<file path="config.mk">
export PLATFORM = sky130hd
export DESIGN_NAME = srt2x_stage
export DESIGN_NICKNAME = d
export VERILOG_FILES = /design/src/rtl/srt2x_pkg.sv /design/src/rtl/srt2x_qsel.sv /design/src/rtl/srt2x_csa.sv /design/src/rtl/srt2x_spec.sv /design/src/rtl/srt2x_stage.sv
export SDC_FILE = /design/constraint.sdc
export NUM_CORES = 1
export LEC_CHECK = 0
export BUFFER_PORTS_ARGS = -buffer_cell sky130_fd_sc_hd__buf_2
export CAP_MARGIN = 25
export CORE_UTILIZATION = 51
export DETAILED_ROUTE_END_ITERATION = 12
export HOLD_SLACK_MARGIN = 0.08
export PLACE_DENSITY = 0.8
export RECOVER_POWER = 50
export SETUP_SLACK_MARGIN = 0.15
export SLEW_MARGIN = 15
export SYNTH_ARGS = -nofsm -noshare
export SYNTH_HDL_FRONTEND = slang
export SYNTH_SLANG_ARGS = --single-unit
</file>
<file path="constraint.sdc">
create_clock -name clk -period 4.3 [get_ports clk]
set_clock_uncertainty 0.2 [all_clocks]
set_input_delay 0.43 -clock clk [delete_from_list [all_inputs] [get_ports clk]]
set_output_delay 0.43 -clock clk [all_outputs]
set_load 0.005 [all_outputs]
</file>
<file path="src/rtl/srt2x_pkg.sv">
`timescale 1ns/1ps
package srt2x_pkg;

  // Signed quotient digit, one bit per sign
  typedef enum logic [1:0] {
    DIG_ZERO = 2'b00,
    DIG_NEG  = 2'b01,
    DIG_POS  = 2'b10
  } digit_t;

  // Bits of each word fed to a selection estimate (3 integer + 1 fraction)
  localparam int EST_W  = 4;
  // Window width of a speculative adder: estimate bits plus one bit below
  // so that the carries into the estimate are exact
  localparam int SPEC_W = EST_W + 1;
  // Number of possible first digits, hence of speculative units
  localparam int N_CAND = 3;

endpackage

</file>
<file path="src/rtl/srt2x_qsel.sv">
`timescale 1ns/1ps
module srt2x_qsel
  import srt2x_pkg::*;
#(
  parameter int EW = EST_W
) (
  input  logic [EW-1:0] est_sum,
  input  logic [EW-1:0] est_carry,
  output digit_t        digit
);

  logic [EW-1:0] est;

  always_comb begin
    est = est_sum + est_carry;
    if (!est[EW-1])  digit = DIG_POS;   // estimate >= 0
    else if (&est)   digit = DIG_ZERO;  // estimate == -1/2
    else             digit = DIG_NEG;   // estimate <= -1
  end

endmodule

</file>
<file path="src/rtl/srt2x_csa.sv">
`timescale 1ns/1ps
module srt2x_csa
  import srt2x_pkg::*;
#(
  parameter int W = 16
) (
  input  logic [W-1:0] op_sum,
  input  logic [W-1:0] op_carry,
  input  logic [W-1:0] divisor,
  input  digit_t       digit,
  output logic [W-1:0] res_sum,
  output logic [W-1:0] res_carry
);

  logic [W-1:0] mult;
  logic         cin;
  logic [W-2:0] maj;

  always_comb begin
    unique case (digit)
      DIG_POS: begin mult = ~divisor; cin = 1'b1; end
      DIG_NEG: begin mult = divisor;  cin = 1'b0; end
      default: begin mult = '0;       cin = 1'b0; end
    endcase
  end

  assign maj       = (op_sum[W-2:0] & op_carry[W-2:0])
                   | (op_sum[W-2:0] & mult[W-2:0])
                   | (op_carry[W-2:0] & mult[W-2:0]);
  assign res_sum   = op_sum ^ op_carry ^ mult;
  assign res_carry = {maj, cin};

endmodule

</file>
<file path="src/rtl/srt2x_spec.sv">
`timescale 1ns/1ps
module srt2x_spec
  import srt2x_pkg::*;
#(
  parameter digit_t ASSUMED = DIG_ZERO
) (
  input  logic [SPEC_W-1:0] win_sum,
  input  logic [SPEC_W-1:0] win_carry,
  input  logic [SPEC_W-1:0] win_div,
  output digit_t            digit
);

  logic [SPEC_W-1:0] nxt_sum;
  logic [SPEC_W-1:0] nxt_carry;
  logic              unused_spec;

  // Narrow carry-save step assuming the first digit is ASSUMED
  srt2x_csa #(.W(SPEC_W)) win_csa_i (
    .op_sum   (win_sum),
    .op_carry (win_carry),
    .divisor  (win_div),
    .digit    (ASSUMED),
    .res_sum  (nxt_sum),
    .res_carry(nxt_carry)
  );

  // Lowest window bit only feeds carries; its own result is not needed
  assign unused_spec = nxt_sum[0] ^ nxt_carry[0];

  srt2x_qsel #(.EW(EST_W)) win_sel_i (
    .est_sum  (nxt_sum[SPEC_W-1:1]),
    .est_carry(nxt_carry[SPEC_W-1:1]),
    .digit    (digit)
  );

endmodule

</file>
<file path="src/rtl/srt2x_stage.sv">
`timescale 1ns/1ps
module srt2x_stage
  import srt2x_pkg::*;
#(
  parameter int W = 16
) (
  input  logic         clk,
  input  logic         rst,
  input  logic [W-1:0] rem_sum_i,
  input  logic [W-1:0] rem_carry_i,
  input  logic [W-1:0] divisor_i,
  output logic [W-1:0] rem_sum_o,
  output logic [W-1:0] rem_carry_o,
  output logic [1:0]   digit_hi_o,
  output logic [1:0]   digit_lo_o
);

  localparam int WIN_TOP = W - 2;   // top bit of speculative window

  logic [W-1:0] x1_sum, x1_carry, p1_sum, p1_carry;
  logic [W-1:0] x2_sum, x2_carry, p2_sum, p2_carry;
  digit_t       q_first, q_second, q_chained;
  digit_t       cand [N_CAND];

  // ---- first step: double, select, subtract ----
  assign x1_sum   = {rem_sum_i[W-2:0], 1'b0};
  assign x1_carry = {rem_carry_i[W-2:0], 1'b0};

  srt2x_qsel #(.EW(EST_W)) first_sel_i (
    .est_sum  (x1_sum[W-1 -: EST_W]),
    .est_carry(x1_carry[W-1 -: EST_W]),
    .digit    (q_first)
  );

  srt2x_csa #(.W(W)) step1_csa_i (
    .op_sum   (x1_sum),
    .op_carry (x1_carry),
    .divisor  (divisor_i),
    .digit    (q_first),
    .res_sum  (p1_sum),
    .res_carry(p1_carry)
  );

  // ---- speculative second selection, one unit per possible first digit ----
  for (genvar g = 0; g < N_CAND; g++) begin : g_spec
    localparam digit_t ASSUMED_G = (g == 0) ? DIG_POS :
                                   (g == 1) ? DIG_ZERO : DIG_NEG;
    srt2x_spec #(.ASSUMED(ASSUMED_G)) spec_i (
      .win_sum  (x1_sum[WIN_TOP -: SPEC_W]),
      .win_carry(x1_carry[WIN_TOP -: SPEC_W]),
      .win_div  (divisor_i[WIN_TOP -: SPEC_W]),
      .digit    (cand[g])
    );
  end

  always_comb begin
    unique case (q_first)
      DIG_POS: q_second = cand[0];
      DIG_NEG: q_second = cand[2];
      default: q_second = cand[1];
    endcase
  end

  // ---- second step: selected digit is the late input ----
  assign x2_sum   = {p1_sum[W-2:0], 1'b0};
  assign x2_carry = {p1_carry[W-2:0], 1'b0};

  srt2x_csa #(.W(W)) step2_csa_i (
    .op_sum   (x2_sum),
    .op_carry (x2_carry),
    .divisor  (divisor_i),
    .digit    (q_second),
    .res_sum  (p2_sum),
    .res_carry(p2_carry)
  );

  always_ff @(posedge clk) begin
    if (rst) begin
      rem_sum_o   <= '0;
      rem_carry_o <= '0;
      digit_hi_o  <= DIG_ZERO;
      digit_lo_o  <= DIG_ZERO;
    end else begin
      rem_sum_o   <= p2_sum;
      rem_carry_o <= p2_carry;
      digit_hi_o  <= q_first;
      digit_lo_o  <= q_second;
    end
  end

  // ---- checks ----
  // Chained (non-overlapped) selection on the full intermediate remainder
  srt2x_qsel #(.EW(EST_W)) chained_sel_i (
    .est_sum  (x2_sum[W-1 -: EST_W]),
    .est_carry(x2_carry[W-1 -: EST_W]),
    .digit    (q_chained)
  );

  logic         unused_top;
  assign unused_top = ^{rem_sum_i[W-1], rem_carry_i[W-1],
                        p1_sum[W-1], p1_carry[W-1], q_chained};

  function automatic logic [W-1:0] dmul(input logic [1:0] code,
                                        input logic [W-1:0] d,
                                        input logic twice);
    logic [W-1:0] m;
    m = twice ? {d[W-2:0], 1'b0} : d;
    case (code)
      2'b10:   return m;
      2'b01:   return ~m + 1'b1;
      default: return '0;
    endcase
  endfunction

  logic [W-1:0]        in_val, in4_val, out_val;
  logic signed [W-1:0] in_sv, out_sv;
  logic                in_ok;

  assign in_val  = rem_sum_i + rem_carry_i;
  assign in4_val = {in_val[W-3:0], 2'b00};
  assign out_val = rem_sum_o + rem_carry_o;
  assign in_sv   = $signed(in_val);
  assign out_sv  = $signed(out_val);
  assign in_ok   = (divisor_i[W-1:W-3] == 3'b000) && divisor_i[W-4]
                && (in_sv <= $signed(divisor_i)) && (in_sv >= -$signed(divisor_i));

  AST_RESET_ZERO: assert property (@(posedge clk)
    rst |=> (rem_sum_o == '0 && rem_carry_o == '0 && digit_hi_o == 2'b00 && digit_lo_o == 2'b00));

  AST_SPEC_EQUAL: assert property (@(posedge clk) disable iff (rst)
    q_second == q_chained);

  AST_VALUE_EQ: assert property (@(posedge clk) disable iff (rst)
    !$past(rst) |-> ((out_val + dmul(digit_hi_o, $past(divisor_i), 1'b1)
                      + dmul(digit_lo_o, $past(divisor_i), 1'b0)) == $past(in4_val)));

  AST_RESID_BOUND: assert property (@(posedge clk) disable iff (rst)
    $past(in_ok) |-> ((out_sv <= $signed($past(divisor_i)))
                      && (out_sv >= -$signed($past(divisor_i)))));

endmodule

</file>
==> key figures, run 1 <==
Placement
  – Placed wire-length estimate: 4457 um
  – Placer congestion estimate: 0.8524
  – IO buf count: 82
  – DP Area: 0.003073 mm^2
  – Pre-CTS setup slack: 0.04261 ns

Global route
  – Initial antenna violation count: 0
  – First-pass GRT wire length: 9453 um
  – Gr ovfl total: 0
  – Vias in the first global route: 2,090
  – Gr usage total: 23.52%
  – Largest net degree at the start of global routing: 36

Logic synthesis
  – Yosys top cell area share: 27.51%
  – Flops & latches, synth: 35
  – Synth top area cells: fa_1 28%, dfxtp_1 27%, ha_1 7.2%
  – Sequential fraction of the synthesis area: 26.74%
  – Yosys warning total: 0
  – Synth top cells by count: 43 x inv_1, 43 x nor2_1, 36 x fa_1
  – Post-Synthesis Cells: 281
  – Synthesized cell area: 0.002620 mm^2
  – Most used DFF post-synth: dfxtp_1
  – Syn Area/Cell: 9.324 um^2
  – Cell taking the most area after synthesis: fa_1
  – EDFF count, synth: 0
  – Yosys cell types: 36
  – Ys async rst share: 0%
  – Post-Syn Nets: 382

Clocking
  – CTS tree: yes
  – CTS Sinks: 35
  – H-tree depth: 2
  – Resize count post-CTS: 0
  – Clock transition at the registers of the reported paths: 0.07 ns
  – Num CTS Buffers: 5
  – Setup Buffers After CTS: 0
  – Root Buffer Master: clkbuf_8
  – Hold buffers post-CTS: 0
  – Max clock buf depth: 2

Floorplanning
  – Core area: 0.004817 mm^2
  – Ports: 86
  – Initial Util: 54.39%
  – Die Width: 73.68 um
  – Row Count: 25
  – DIE HEIGHT: 73.68 um
  – Die Area: 0.005428 mm^2

Flow run
  – Max cap viols: 0

Pwr
  – PwrDens: 464.3 mW/mm^2
  – Lkg Pwr: 1.550 nW
  – Worst VDD drop: 235.6 uV
  – Design Power: 0.001463 W

STA
  – Hold Slack: 0.2137 ns
  – Final Setup Violations: 0
  – Least-Margin Pin Slew: 0.8603 ns
  – Final Max Slew Viols: 0
  – Peak Freq: 259.7 MHz
  – Final worst slack: 0.4498 ns
  – Period utilization: 89.54%
  – Final hold vios: 0
  – Worst slew margin: 42.43%
  – RSZ-0062 raised after global routing: false
  – Fin crit period: 3.850 ns
  – Final setup TNS: 0 ns

Cells and area
  – Total Nets Final: 463
  – Antenna diode count: 0
  – Share of layout cells above drive strength 1: 21.55%
  – Final Instance Area: 0.003152 mm^2
  – Filler cells: 440
  – Area growth syn-to-layout: 20.30%

Critical path
  – Setup Crit Path Kind: in -> reg
  – Critical Path Fanout Max: 15
  – Worst Path Arrival: 3.81 ns
  – CP Capture Type: register
  – CP Launch Type: primary input
  – Critical Path RT: 4.25 ns

Detailed routing
  – Initial drt markers: 88
  – Vias: 2,128
  – Routed wire length: 5550 um
  – Via density: 4.960
  – DR WL/cell: 12.94 um
  – DRT Pass-1 Iters: 4
  – Residual DRC: 0
  – Post-DRT Antenna Nets: 0

Status
  – Status: complete, no violations

Hold path
  – Hold wc startpoint: divisor_i[0]
  – HP Class: in -> reg
  – Hold Crit Depth: 2
  – WHS Endpoint: rem_carry_o[2]
## layout make-up
| type | count | area, um^2 | area share, % |
|---|---|---|---|
| Inverter | 43 | 161.4 | 5.121 |
| Sequential cell | 35 | 700.7 | 22.23 |
| Clock inverter | 1 | 30.03 | 0.9528 |
| Clock buffer | 6 | 72.57 | 2.303 |
| Timing Repair Buffer | 85 | 407.9 | 12.94 |
| Multi-Input combinational cell | 192 | 1695 | 53.79 |
| Tap cell | 67 | 83.83 | 2.660 |
## logic make-up after synthesis
| family | after synthesis | synth area share, % |
|---|---|---|
| and+or+nand+nor | 73 | 11.60 |
| buffers and inverters | 54 | 8.596 |
| adders and majority gates | 51 | 34.67 |
| AOI/OAI and AO/OA | 50 | 11.75 |
| DFF | 35 | 26.74 |
| xor gates and xnor gates | 17 | 6.495 |
| other | 1 | 0.1431 |
## per-stage QoR
stage,util [%],std cells
floorplan,-,281
global placement,63.79,422
detailed placement,63.79,422
CTS,65.92,429
global route,65.43,429
finish,65.43,429
## registers in the layout, summed over array words and instances, names as in the netlist
register	cells
digit_hi_o	2
rem_carry_o	15
rem_sum_o	16
digit_lo_o	2
## worst max-delay path by stage
stage | from | endpoint | slack, ns | cells past startpoint
final | rem_sum_i[11] | rem_sum_o[5] | 0.45 | 14
after global routing | rem_sum_i[11] | rem_sum_o[5] | 0.19 | 14
after CTS | rem_sum_i[11] | rem_sum_o[5] | 0.34 | 14
after detailed placement | rem_sum_i[11] | rem_sum_o[5] | 0.04 | 14
after global placement | rem_sum_i[11] | rem_sum_o[5] | 0.14 | 14
after floorplan | rem_sum_i[11] | rem_sum_o[10] | 0.56 | 15
## report_power, final
part	leakage, nW	switching [W]	internal, W
Combinational	1.21	0.000403	0.000314
Sequential	0.291	0.0000271	0.000434
Clock	0.0513	0.000115	0.000170
## cell usage in the layout (no fill, tap or decap), types with 3 or more instances in the layout
| cell | netlist | final |
|---|---|---|
| buf_2 | 0 | 62 |
| nor2_1 | 43 | 43 |
| inv_1 | 43 | 43 |
| fa_1 | 36 | 36 |
| dfxtp_1 | 35 | 35 |
| clkbuf_1 | 6 | 21 |
| nand2_1 | 20 | 20 |
| a21oi_1 | 19 | 19 |
| ha_1 | 15 | 15 |
| xnor2_1 | 12 | 12 |
| o21ai_0 | 9 | 9 |
| o21ai_1 | 9 | 9 |
| clkbuf_8 | 0 | 5 |
| xor2_1 | 3 | 3 |
| buf_4 | 1 | 3 |
## per-layer routing
metal	vias to the layer above	track usage, %	wire, um
met5	-	0	0
met4	0	7.051	95
met3	10	5.350	417
met2	91	40.77	2774
met1	1000	29.18	2263
li1	1027	-	-
## critical path: stages
cell	delay (ns)
buf_2	0.11
inv_1	0.09
fa_1	0.63
inv_1	0.10
ha_1	0.31
a21o_1	0.17
a21oi_1	0.18
xnor3_1	0.29
o32a_1	0.41
and2_2	0.31
nand2_1	0.11
o21ai_0	0.11
fa_1	0.49
nor2_1	0.04
(Power assumes the default switching activity.)
==> run 2: changes to the inputs <==
- CORE_UTILIZATION: 51 -> 46
- PLACE_DENSITY: 0.8 -> 0.77
- clock period: 4.3 -> 3.2 ns (I/O delays scaled with it)
==> key figures, run 2 (synthesis gave the netlist of run 1 again) <==
STA
  – Period utilization: 101.2%
  – Hold Slack: 0.09506 ns
  – Final hold vios: 0
  – Least-Margin Pin Slew: 0.6431 ns
  – Fin crit period: 3.240 ns
  – Final worst slack: -0.03959 ns
  – Worst slew margin: 57.13%
  – Final Setup Violations: 7
  – RSZ-0062 raised after global routing: true
  – Peak Freq: 308.7 MHz
  – Final Max Slew Viols: 0

Cells and area
  – Area growth syn-to-layout: 46.28%
  – Final core occ: 69.60%
  – Commonest non-fill, non-tap cell in the layout: buf_2
  – Share of layout cells above drive strength 1: 46.27%
  – Largest register FFs: 16
  – Largest regs: rem_sum_o x16, rem_carry_o x15
  – Total Nets Final: 516
  – Top reg by flops: rem_sum_o
  – Antenna diode count: 0
  – Final Instance Area: 0.003832 mm^2
  – Most frequent cells in the layout: 65 x buf_2, 51 x buf_4, 43 x nor2_1

Detailed routing
  – Via density: 4.823
  – Residual DRC: 0
  – Routed wire length: 6532 um
  – Vias: 2,349
  – DR WL/cell: 13.41 um
  – DRT Pass-1 Iters: 4
  – Post-DRT Antenna Nets: 0
  – Initial drt markers: 88

Clocking
  – H-tree depth: 2
  – CTS Sinks: 35
  – Max clock buf depth: 2
  – CTS tree: yes
  – Num CTS Buffers: 5
  – Root Buffer Master: clkbuf_8
  – Hold buffers post-CTS: 0
  – Clock transition at the registers of the reported paths: 0.07 ns

Pwr
  – Flop pwr share: 27.3%
  – PwrDens: 592.2 mW/mm^2
  – Switching Share: 37.63%
  – Clock share of power: 14.2%
  – Worst VDD drop: 287.2 uV
  – Lkg Pwr: 1.872 nW
  – Gate power share: 58.5%
  – Internal: 0.001415 W
  – Switch Pwr: 0.0008540 W
  – Design Power: 0.002269 W

Placement
  – Placed wire-length estimate: 5035 um
  – IO buf count: 82
  – Pre-CTS setup slack: -0.4739 ns
  – Placer congestion estimate: 0.8727
  – DP Area: 0.003502 mm^2

Floorplanning
  – Row Count: 27
  – Die Width: 77.47 um
  – DIE HEIGHT: 77.47 um
  – Die Area: 0.006002 mm^2
  – Core area: 0.005507 mm^2
  – Initial Util: 47.58%
  – Ports: 86

Status
  – Status: finished with violations
  – Failing checks: setup timing

Critical path
  – CP Launch Type: primary input
  – CP Capture Type: register
  – Critical Path RT: 3.14 ns
  – Setup Crit Path Kind: in -> reg
  – Critical Path Fanout Max: 8
  – Worst Path Arrival: 3.18 ns

Hold path
  – HP Class: in -> reg

Global route
  – Largest net degree at the start of global routing: 36
  – First-pass GRT wire length: 10,530 um
  – Vias in the first global route: 2,448
  – Gr ovfl total: 0
  – Initial antenna violation count: 0
  – Gr usage total: 22.52%

Flow run
  – Max cap viols: 0
[run 2: area by class of cell]
| cell class | instances | area (um^2) |
|---|---|---|
| Fill cell | 427 | 1674 |
| Inverter | 43 | 176.4 |
| Sequential cell | 35 | 700.7 |
| Clock buffer | 6 | 82.58 |
| Timing Repair Buffer | 138 | 882.1 |
| Multi-Input combinational cell | 192 | 1896 |
| Clock inverter | 1 | 5.005 |
| Tap cell | 72 | 90.09 |
[run 2: path summary, 6_finish.rpt]
check,slack (ns),end,from,cells past startpoint
worst max-delay path,-0.04,rem_sum_o[4],rem_sum_i[10],16
worst min-delay path,0.1,rem_sum_o[0],divisor_i[0],2
[run 2: critical path: stages]
cell     delay, ns
buf_6         0.08
inv_2         0.04
fa_1          0.51
inv_1         0.10
ha_2          0.19
inv_2         0.04
fa_2          0.35
xor2_1        0.15
nor3b_1       0.07
o32a_1        0.35
and2_4        0.16
buf_8         0.14
nand2_2       0.07
o21ai_2       0.06
fa_2          0.52
nor2_1        0.04
[run 2: metrics by stage]
stage | std cells | TNS (ns)
after floorplan | 281 | -2.893
after global placement | 475 | -6.295
after detailed placement | 475 | -8.785
after CTS | 486 | -0.02716
after global routing | 487 | -0.7706
final | 487 | -0.1067
[run 2: power groups by stage]
| stage | logic (W) | registers (W) | clock network [W] |
|---|---|---|---|
| 6_report | 0.00133 | 0.000621 | 0.000322 |
| 5_1_grt | 0.00148 | 0.000632 | 0.000344 |
| 4_1_cts | 0.00125 | 0.000620 | 0.000332 |
| 3_5_place_dp | 0.00116 | 0.000629 | 0 |
| 3_3_place_gp | 0.00112 | 0.000623 | 0 |
| 2_1_floorplan | 0.000672 | 0.000651 | 0 |
[run 2: repair_timing]
item | 4_1_cts | 5_1_grt
buffers inserted | 4 | 1
resized for setup | 28 | 32
endpoints found under the setup margin | 26 | 28
pin swaps | 25 | 27
[run 2: metal layers]
| layer | GRT usage (%) | vias to the layer above | wire length [um] |
|---|---|---|---|
| met2 | 42.57 | 77 | 3621 |
| li1 | - | 1133 | - |
| met5 | 0 | - | 0 |
| met1 | 26.16 | 1129 | 2545 |
| met3 | 3.294 | 10 | 285 |
| met4 | 6.226 | 0 | 80 |
